<file path="src/rtl/ptn_pkg.sv">
package ptn_pkg;
  localparam logic [2:0] MODE_OFF  = 3'b000;
  localparam logic [2:0] MODE_ALT  = 3'b001;
  localparam logic [2:0] MODE_P7   = 3'b010;
  localparam logic [2:0] MODE_P23  = 3'b011;
  localparam logic [2:0] MODE_P31  = 3'b100;
  localparam logic [2:0] MODE_USER = 3'b101;

  localparam int P7_LEN  = 7;
  localparam int P7_TAP  = 6;
  localparam int P23_LEN = 23;
  localparam int P23_TAP = 18;
  localparam int P31_LEN = 31;
  localparam int P31_TAP = 28;

  function automatic logic mode_enabled(input logic [2:0] m);
    return (m >= MODE_ALT) && (m <= MODE_USER);
  endfunction

  // history depth needed before a word can be judged
  function automatic int need_bits(input logic [2:0] m, input int usr_w);
    case (m)
      MODE_ALT:  return 1;
      MODE_P7:   return P7_LEN;
      MODE_P23:  return P23_LEN;
      MODE_P31:  return P31_LEN;
      MODE_USER: return usr_w;
      default:   return 0;
    endcase
  endfunction
endpackage

</file>
<file path="src/rtl/ptn_sync_ctrl.sv">
module ptn_sync_ctrl
  import ptn_pkg::*;
#(
  parameter int W   = 20,
  parameter int UPW = 20,
  parameter int HL  = 31
) (
  input  logic          clk_i,
  input  logic          rst_ni,
  input  logic          valid_i,
  input  logic [2:0]    mode_i,
  input  logic          clear_i,
  input  logic [W-1:0]  mism_i,
  input  logic [HL-1:0] hist_nxt_i,
  input  logic          seed_ok_i,
  output logic [2:0]    mode_q_o,
  output logic [HL-1:0] hist_o,
  output logic          locked_o,
  output logic          fail_o
);
  localparam int FW = $clog2(HL + W + 1);

  logic [2:0]    mode_q;
  logic [HL-1:0] hist_q;
  logic [FW-1:0] fill_q, fill_sum, fill_nxt, need;
  logic          locked_q, fail_q;
  logic          en, mode_chg, chk, armed, lock_go, fail_set;

  assign en       = mode_enabled(mode_q);
  assign need     = FW'(need_bits(mode_q, UPW));
  assign fill_sum = fill_q + FW'(W);
  assign fill_nxt = (fill_sum > FW'(HL)) ? FW'(HL) : fill_sum;
  assign mode_chg = (mode_i != mode_q);
  assign chk      = valid_i && en && !mode_chg;
  assign armed    = (fill_q >= need);
  assign lock_go  = chk && !locked_q && armed && !(|mism_i) && seed_ok_i;
  assign fail_set = chk && locked_q && (|mism_i);

  always_ff @(posedge clk_i or negedge rst_ni) begin
    if (!rst_ni) begin
      mode_q   <= MODE_OFF;
      hist_q   <= '0;
      fill_q   <= '0;
      locked_q <= 1'b0;
      fail_q   <= 1'b0;
    end else if (mode_chg) begin
      mode_q   <= mode_i;
      fill_q   <= '0;
      locked_q <= 1'b0;
      fail_q   <= 1'b0;
    end else begin
      if (chk) begin
        hist_q <= hist_nxt_i;
        fill_q <= fill_nxt;
      end
      if (lock_go)       locked_q <= 1'b1;
      if (fail_set)      fail_q   <= 1'b1;
      else if (clear_i)  fail_q   <= 1'b0;
    end
  end

  assign mode_q_o = mode_q;
  assign hist_o   = hist_q;
  assign locked_o = locked_q;
  assign fail_o   = fail_q;


  off_no_fail_chk: assert property (@(posedge clk_i) disable iff (!rst_ni)
    !en |-> !fail_q);


  fail_needs_lock_chk: assert property (@(posedge clk_i) disable iff (!rst_ni)
    $rose(fail_q) |-> $past(locked_q));


  locked_err_sets_chk: assert property (@(posedge clk_i) disable iff (!rst_ni)
    (valid_i && en && locked_q && (|mism_i) && !mode_chg) |=> fail_q);


  fail_sticky_chk: assert property (@(posedge clk_i) disable iff (!rst_ni)
    (fail_q && !clear_i && !mode_chg) |=> fail_q);


  invalid_hold_chk: assert property (@(posedge clk_i) disable iff (!rst_ni)
    (!valid_i && !clear_i && !mode_chg) |=> ($stable(fail_q) && $stable(locked_q) && $stable(hist_q)));
endmodule

</file>
<file path="config.mk">
export PLATFORM = sky130hd
export DESIGN_NAME = ptn_sync_ctrl
export DESIGN_NICKNAME = d
export VERILOG_FILES = /design/src/rtl/ptn_pkg.sv /design/src/rtl/ptn_sync_ctrl.sv
export SDC_FILE = /design/constraint.sdc
export NUM_CORES = 1
export LEC_CHECK = 0
export ABC_CLOCK_PERIOD_IN_PS = 2000
export CORE_MARGIN = 2
export CORE_UTILIZATION = 40
export CTS_BUF_LIST = sky130_fd_sc_hd__clkbuf_4 sky130_fd_sc_hd__clkbuf_8 sky130_fd_sc_hd__clkbuf_16
export CTS_CLUSTER_SIZE = 24
export DETAILED_ROUTE_END_ITERATION = 7
export DONT_BUFFER_PORTS = 1
export PLACE_DENSITY_LB_ADDON = 0.15
export SLEW_MARGIN = 30
export SYNTH_ARGS = -nofsm -noshare
export SYNTH_HDL_FRONTEND = slang
export SYNTH_SLANG_ARGS = --single-unit
</file>
<file path="constraint.sdc">
create_clock -name clk_i -period 2 [get_ports clk_i]
set_input_delay 0.4 -clock clk_i [delete_from_list [all_inputs] [get_ports clk_i]]
set_output_delay 0.4 -clock clk_i [all_outputs]
set_load 0.02 [all_outputs]
</file>
==> results_dict.tcl, run 1 <==
set metrics [dict create \
    outcome "completed" \
    grtUsageTotal_pct 13.57 \
    nFillCells 441 \
    finalWirelength_um 3581 \
    tns_ps 0 \
    slew_viol_final 0 \
    critPathKind "flip-flop to flip-flop" \
    ys_ff_latch 41 \
    viasPerCell 5.194 \
    clock-sinks 41 \
    dp_cells 206 \
    layout_common_cells "dfrtp_1 (41), mux2_4 (30), a21oi_1 (8), ha_1 (7)" \
    pin_count 95 \
    cts_tree "done" \
    fin_cells 216 \
    max_stage_delay_ps 450 \
    crit_family "simple AND/OR/NAND/NOR gates" \
    grt-ovfl-total 0 \
    grt_pass1_vias 1182 \
    port_buffers 0 \
    end_kind "flip-flop" \
    clk_latency_ps 290 \
    ys.flop_type "dfrtp_1" \
    cp-start-kind "flip-flop" \
    chipHeight_um 74.17 \
    rsz0062_at_grt "false" \
    core_um2 4723 \
    cts_setup_buffers 0 \
    synth_enable_flop_cells 0 \
    hpwlAfterDp_um 2633 \
    synthCells 140 \
    power.density_nw_per_um2 1157 \
    cp.arrival_ps 2070 \
    leakage_nw 0.9790 \
    antenna_found_initial 0 \
    cts_buffers 5 \
    synth_nets 206 \
    finalCritPeriodShare_pct 94.61 \
    setup_slack_ps 107.7 \
    path_cells "or3_4 > and2_1 > ha_1 > nand2b_1 > a21oi_1 > o211ai_1 > o211a_1" \
    cts_buffer_depth 2 \
    drive_gt1_share_pct 33.56 \
    fin_crit_ps 1892 \
    ff_latch_area_um2 1026 \
    first_pass_iters 3 \
    rrSetupSlack_ps 110 \
    synth_top_area_share_pct 52.10 \
    ys_types 32 \
    critPathMaxFanout 6 \
    grt_max_degree 42 \
    worstPathRequired_ps 2180 \
    pre_cts_slack_ps 121.1 \
    place.gp.congestion 0.7531 \
    root_buffer "clkbuf_8" \
    fin_hold_ws_ps 139.1 \
    critPathBufInv 0 \
    ys_top_cells_by_area "dfrtp_1 (52%), mux2_4 (23%), ha_1 (4.4%)" \
    syn-cell-area_um2 1969 \
    holdCritPathClass "input port to flip-flop" \
    final_nets 214 \
    cts_resized 0 \
    vdd_drop_max_mv 0.5284 \
    ys_warn_count 0 \
    start_util_pct 41.70 \
    yosys.area.top_type "dfrtp_1" \
    skew_ps 3.223 \
    h-tree-depth 2 \
    synthToLayoutAreaGrowth_pct 10.42 \
    path_clk_slew_ps 80 \
    mostFrequentLayoutCell "dfrtp_1" \
    multi_input_area_um2 875.8 \
    worst_pin_slew_ps 297.4 \
    hold_viol_final 0 \
    synthArstFlopShare_pct 100.0 \
    rows 25 \
    die_w_um 74.17 \
    ant_nets 0 \
    maxCapViolations 0 \
    avgSynthCellArea_um2 14.07 \
    drtIter0Drc 52 \
    grt_pass1_wl_um 5499 \
    slew_headroom_pct 80.18 \
    finalSetupViolations 0 \
    route.detailed.drc 0 \
    insertedDiodeCount 0 \
    wire_per_inst_um 16.58 \
    timing.fmax_ghz 0.5285 \
    die-area_um2 5500 \
    critPathSlowestCell "dfrtp_1" \
    cts_hold_buf 2 \
    vias 1122 \
    synth-seq-area-share_pct 52.10 \
]
[where the power goes]
part / internal (mW) / switching, mW / total, mW / leakage [nW]
clock network: 0.240 / 0.272 / 0.513 / 0.0439
registers: 1.07 / 0.479 / 1.55 / 0.509
logic: 0.335 / 0.123 / 0.458 / 0.426
[state kept, by name, indices dropped and copies added, names as in the netlist]
name	cells
hist_o	31
locked_o	1
fail_o	1
fill_q	5
mode_q_o	3
[final timing paths]
kind / endpoint / cells after the start / start
setup reg to reg: locked_o / 7 / mode_q_o[0]
hold reg to reg: fill_q[5] / 2 / fill_q[5]
hold / removal: mode_q_o[0] / 0 / mode_i[0]
min in group asynchronous: hist_o[25] / 2 / rst_ni
max in group asynchronous: hist_o[2] / 2 / rst_ni
setup / recovery: locked_o / 7 / mode_q_o[0]
[metal layers]
layer	wire [um]	vias to the layer above	GRT usage (%)
li1	-	508	-
met1	1462	543	15.72
met2	1716	67	21.92
met3	364	4	6.640
met4	38	0	4.848
met5	0	-	0
[final cells by class]
type / instances / area share, %
Clock buffer: 5 / 3.165
Timing Repair Buffer: 7 / 3.682
Sequential cell: 41 / 47.18
Tap cell: 67 / 3.855
Clock inverter: 3 / 0.8055
Inverter: 6 / 1.036
Multi-Input combinational cell: 87 / 40.28
[worst reg2reg max path, cell delays in order, from the launching register on]
cell	delay, ps
dfrtp_1	450
or3_4	370
and2_1	170
ha_1	260
nand2b_1	140
a21oi_1	150
o211ai_1	100
o211a_1	140
[synth_stat cells, types with 2 or more instances]
cell type  number
dfrtp_1        41
mux2_4         30
a21oi_1         8
ha_1            7
inv_1           6
nor4_1          6
nand2_1         5
buf_6           3
clkbuf_1        3
nor2_1          3
xnor2_1         3
nand2b_1        2
nor2b_1         2
o211ai_1        2
o21ai_0         2
[per-stage QoR]
| step | instance area, um^2 | power [mW] | utilization, % |
|---|---|---|---|
| after floorplan | 1969 | 1.904 | - |
| after global placement | 2058 | 1.993 | 43.58 |
| after detailed placement | 2058 | 2.003 | 43.58 |
| after CTS | 2175 | 2.560 | 46.04 |
| after global routing | 2175 | 2.661 | 46.04 |
| final | 2175 | 2.517 | 46.04 |
[cell families (layout without fill, tap and decap cells)]
logic type / after synthesis / in the layout / share of synthesized area (%)
flops: 41 / 41 / 52.10
mux: 31 / 31 / 23.44
simple gates: 28 / 28 / 9.339
compound gates: 17 / 17 / 5.464
buf+inv: 12 / 21 / 3.431
fa+ha+maj: 7 / 7 / 4.447
xor+xnor: 4 / 4 / 1.779
Power figures use the tool's default switching activity.
==> inputs of run 2 (changes only) <==
Settings changed: CTS_CLUSTER_SIZE 24 to 40, PLACE_DENSITY set to 0.64, PLACE_DENSITY_LB_ADDON 0.15 to not set.
==> run 2 against run 1 <==
  * Worst setup slack gained 2.6 ps
  * Combinational power grew 2%
  * Routed wire length grew 8.0%
  * Largest power group unchanged
  * Highest routed layer unchanged
==> results_dict.tcl, run 2 (synthesis results as in run 1) <==
set metrics [dict create \
    wire_per_inst_um 17.82 \
    finalCritPeriodShare_pct 94.48 \
    cts_buffer_depth 2 \
    cp.arrival_ps 2080 \
    drive_gt1_share_pct 34.00 \
    cp-endpoint "locked_o" \
    core_um2 4723 \
    hold_viol_final 0 \
    swShare_pct 32.92 \
    ant_nets 0 \
    path_clk_slew_ps 80 \
    tns_ps 0 \
    power.share.clock_pct 25.7 \
    critPathKind "flip-flop to flip-flop" \
    cts_tree "done" \
    final_nets 215 \
    grt_pass1_vias 1232 \
    fin_hold_ws_ps 128.9 \
    grt_pass1_wl_um 5789 \
    r2r_end "locked_o" \
    hpwlAfterDp_um 2883 \
    startpoint "mode_q_o[0]" \
    critPathSlowestCell "dfrtp_1" \
    cp-start-kind "flip-flop" \
    largest_reg_flops 31 \
    r2r.worst_path.cells 7 \
    route.detailed.drc 0 \
    max_stage_delay_ps 450 \
    cts_buffers 5 \
    worst_pin_slew_ps 292.7 \
    slew_viol_final 0 \
    antenna_found_initial 0 \
    power.density_nw_per_um2 1227 \
    p_sw_mw 0.8947 \
    chipHeight_um 74.17 \
    vdd_drop_max_mv 0.5466 \
    utilization_pct 46.91 \
    die_w_um 74.17 \
    leakage_nw 1.002 \
    clk_latency_ps 290 \
    fin_cells 217 \
    path_cells "or3_4 > and2_1 > ha_1 > nand2b_1 > a21oi_1 > o211ai_1 > o211a_1" \
    end_kind "flip-flop" \
    pre_cts_slack_ps 131.5 \
    pin_count 95 \
    outcome "completed" \
    rrSetupSlack_ps 110 \
    maxCapViolations 0 \
    skew_ps 5.928 \
    rows 25 \
    grtUsageTotal_pct 14.45 \
    grt_max_degree 42 \
    root_buffer "clkbuf_8" \
    comb_power_share_pct 17.2 \
    slew_headroom_pct 80.42 \
    finalSetupViolations 0 \
    fin_crit_ps 1890 \
    port_buffers 0 \
    layout_common_cells "dfrtp_1 (41), mux2_4 (30), a21oi_1 (8), ha_1 (7)" \
    critPathMaxFanout 6 \
    viasPerCell 5.249 \
    start_util_pct 41.70 \
    holdPathStages 0 \
    dp_cells 207 \
    place.gp.congestion 0.7758 \
    synthToLayoutAreaGrowth_pct 12.52 \
    first_pass_iters 4 \
    finalWirelength_um 3868 \
    timing.fmax_ghz 0.5292 \
    r2r-start "mode_q_o[0]" \
    grt-ovfl-total 0 \
    clock-sinks 41 \
    mostFrequentLayoutCell "dfrtp_1" \
    vias 1139 \
    p_int_mw 1.823 \
    setup_slack_ps 110.4 \
    p_seq_share_pct 57.0 \
    rsz0062_at_grt "false" \
    h-tree-depth 2 \
    die-area_um2 5500 \
    cts_resized 0 \
    holdCritPathClass "input port to flip-flop" \
    worstPathRequired_ps 2190 \
    insertedDiodeCount 0 \
    drtIter0Drc 39 \
]
## run 2: area by class of cell
cell class,instances,area [um^2]
clock buffers,7,90.09
well taps,67,83.83
repair buffers,8,87.58
multi-input cells,87,875.8
clock inverters,1,30.03
fillers,419,2507
inverters,6,22.52
flip-flops and latches,41,1026
## run 2: critical path, delay by kind of cell, from the launching register on
| family | cells | cell delay [ps] |
|---|---|---|
| simple gates | 3 | 690 |
| flops | 1 | 450 |
| compound gates | 3 | 380 |
| fa+ha+maj | 1 | 260 |
## run 2: through the flow
stage / cell area, um^2 / power, mW
4_1_cts: 2216 / 2.753
5_1_grt: 2216 / 2.836
3_3_place_gp: 2066 / 1.988
6_report: 2216 / 2.718
2_1_floorplan: 1969 / 1.904
3_5_place_dp: 2066 / 2.014
## run 2: power groups by stage
stage               clock network, mW  registers [mW]  logic [mW]
global route                    0.751            1.58       0.507
detailed placement                  0            1.56       0.451
CTS                             0.723            1.56       0.475
global placement                    0            1.56       0.430
floorplan                           0            1.51       0.396
finish                          0.700            1.55       0.469
## run 2: worst min path at each step
stage | slack [ps] | startpoint | end
5_1_grt | 110 | mode_i[2] | mode_q_o[2]
2_1_floorplan | 100 | rst_ni | fail_o
6_report | 130 | mode_i[1] | mode_q_o[1]
3_3_place_gp | 110 | rst_ni | hist_o[9]
4_1_cts | 120 | mode_i[1] | mode_q_o[1]
3_5_place_dp | 110 | rst_ni | hist_o[13]
## run 2: routing by layer
layer	part of all wire, %	wire length [um]	vias up	GRT usage [%]
li1	-	-	513	-
met5	0	0	-	0
met1	39	1499	550	15.70
met3	6.9	267	9	4.743
met2	52	1996	67	23.91
met4	2.7	104	0	9.899
## run 2: repair_timing
action,4_1_cts,5_1_grt
hold buffers,2,0
setup buffers,0,0
hold endpoints to repair,41,0
==> inputs of run 3 (changes only) <==
Settings changed: ABC_AREA set to 1.
==> run 3 against run 2 <==
  * Critical path depth rose by 6
  * Fmax increased by 15%
  * Register-to-register slack improved by 240 ps
  * Synthesized area is 3.4% higher
  * Sequential share of layout area down 0.18 points
  * Routed wire length rose by 8.0%
  * Global-route usage grew 0.93 points
  * Critical endpoint unchanged
  * Highest routed layer unchanged
==> results_dict.tcl, run 3 <==
set metrics [dict create \
    ys_warn_count 0 \
    cp-start-kind "flip-flop" \
    cts_setup_buffers 0 \
    grt_max_degree 42 \
    ys_top_cells_by_count "nand2_1 (78), dfrtp_1 (41), o21ai_0 (32)" \
    clock-sinks 41 \
    grt-ovfl-total 0 \
    cts_tree "done" \
    final_nets 313 \
    r2r-start "mode_q_o[2]" \
    synth_enable_flop_cells 0 \
    layout_common_cells "nand2_1 (78), dfrtp_1 (41), o21ai_0 (32), nor2_1 (23), inv_1 (14)" \
    hp-start "mode_i[0]" \
    fin_cells 314 \
    critPathSlowestCell "dfrtp_1" \
    viasPerCell 4.812 \
    power.density_nw_per_um2 984.8 \
    holdCritPathClass "input port to flip-flop" \
    largest_reg_flops 31 \
    ys_top_cells_by_area "dfrtp_1 (50%), nand2_1 (14%), o21ai_0 (7.9%)" \
    insertedDiodeCount 0 \
    root_buffer "clkbuf_8" \
    finalWirelength_um 4179 \
    cp.arrival_ps 1820 \
    ys_ff_latch 41 \
    maxCapViolations 0 \
    r2r_end "locked_o" \
    vias 1511 \
    nFillCells 483 \
    worst_pin_slew_ps 259.6 \
    max_stage_delay_ps 410 \
    hold_viol_final 0 \
    synth_top_area_share_pct 50.37 \
    worstPathRequired_ps 2180 \
    timing.fmax_ghz 0.6071 \
    grtUsageTotal_pct 15.38 \
    rows 25 \
    cts_buffers 5 \
    clk_latency_ps 290 \
    critPathKind "flip-flop to flip-flop" \
    design_area_um2 2225 \
    cts_buffer_depth 2 \
    hpwlAfterDp_um 3089 \
    die-area_um2 5679 \
    vdd_drop_max_mv 0.4845 \
    die_w_um 75.36 \
    post-synth-top-count-cell "nand2_1" \
    setup_slack_ps 352.8 \
    pin_count 95 \
    grt_pass1_wl_um 6755 \
    rsz0062_at_grt "false" \
    slew_headroom_pct 82.70 \
    start_util_pct 42.29 \
    ys.flop_type "dfrtp_1" \
    wire_per_inst_um 13.31 \
    cts_resized 0 \
    synthArstFlopShare_pct 100.0 \
    rrSetupSlack_ps 350 \
    drtIter0Drc 87 \
    synth-seq-area-share_pct 50.37 \
    crit_top_cell "nand2_1" \
    h-tree-depth 2 \
    port_buffers 0 \
    chipHeight_um 75.36 \
    avgSynthCellArea_um2 8.417 \
    tns_ps 0 \
    synthCells 242 \
    critPathMaxFanout 4 \
    place_area_um2 2110 \
    core_um2 4817 \
    route.detailed.drc 0 \
    slew_viol_final 0 \
    outcome "completed" \
    leakage_nw 1.123 \
    syn-cell-area_um2 2037 \
    ys_types 22 \
    utilization_pct 46.18 \
    grt_pass1_vias 1501 \
    ant_nets 0 \
    mostFrequentLayoutCell "nand2_1" \
    cts_hold_buf 2 \
    path_cells "buf_4 > nor2_1 > nand2_1 > nand2_1 > ha_1 > inv_1 > nand2_1 > nand2_1 > nand2_1 > a21oi_1 > nor2_1 > nand2_1 > a21oi_1" \
    fin_crit_ps 1647 \
    finalCritPeriodShare_pct 82.36 \
    dp_cells 305 \
    first_pass_iters 4 \
    antenna_found_initial 0 \
    skew_ps 4.737 \
    place.gp.congestion 0.7926 \
    path_clk_slew_ps 70 \
    holdPathStages 0 \
    end_kind "flip-flop" \
    yosys.area.top_type "dfrtp_1" \
    synthToLayoutAreaGrowth_pct 9.214 \
    whs_endpoint "mode_q_o[0]" \
    finalSetupViolations 0 \
    pre_cts_slack_ps 350.7 \
    synth_nets 308 \
    r2r.worst_path.cells 13 \
    drive_gt1_share_pct 13.77 \
]
[run 3: how the worst max path moves through the flow]
stage	start	to	slack, ps	cells past startpoint
floorplan	mode_q_o[1]	locked_o	310	12
global placement	mode_q_o[2]	locked_o	380	13
detailed placement	mode_q_o[2]	locked_o	350	13
CTS	mode_q_o[2]	locked_o	330	13
global route	mode_q_o[2]	locked_o	120	13
finish	mode_q_o[2]	locked_o	350	13
[run 3: where the power goes]
| group | switching, mW | total [mW] | leakage, nW | internal [mW] |
|---|---|---|---|---|
| clock | 0.275 | 0.530 | 0.0447 | 0.255 |
| sequential | 0.363 | 1.38 | 0.526 | 1.02 |
| combinational | 0.175 | 0.281 | 0.552 | 0.107 |
[run 3: kinds of logic after synthesis]
group | synth area share [%]
buffers and inverters | 6.879
xor gates and xnor gates | 1.229
DFF | 50.37
AOI/OAI and AO/OA | 10.32
and+or+nand+nor | 26.90
adders and majority gates | 4.300
[run 3: final cells by class]
type / count / area (um^2) / area share (%)
tap: 67 / 83.83 / 3.768
inverter: 15 / 56.30 / 2.531
multi-input combinational: 174 / 870.8 / 39.15
clock inverter: 1 / 8.758 / 0.3937
clock buffer: 6 / 76.32 / 3.431
sequential: 41 / 1026 / 46.12
timing repair buffer: 10 / 102.6 / 4.612
[run 3: routing by layer]
layer / vias to the layer above / global-route usage [%] / share of wire (%)
met4: 0 / 5.263 / 1.3
met2: 58 / 25.70 / 50
met1: 680 / 18.96 / 42
li1: 769 / - / -
met5: - / 0 / 0
met3: 4 / 4.762 / 6.6
[run 3: through the flow]
step           hold slack [ps]  total power, mW
4_1_cts                  121.4            2.232
2_1_floorplan            104.4            1.572
3_5_place_dp             105.2            1.665
6_report                 134.6            2.191
5_1_grt                  111.2            2.339
3_3_place_gp             105.2            1.648
[run 3: critical path: cells and delay by family, from the launching register on]
family / cells / cell delay [ps]
AO/OA/AOI/OAI: 2 / 170
flip-flops: 1 / 410
AND/OR/NAND/NOR: 8 / 520
adder cells (fa/ha/maj): 1 / 220
buffers and inverters: 2 / 230
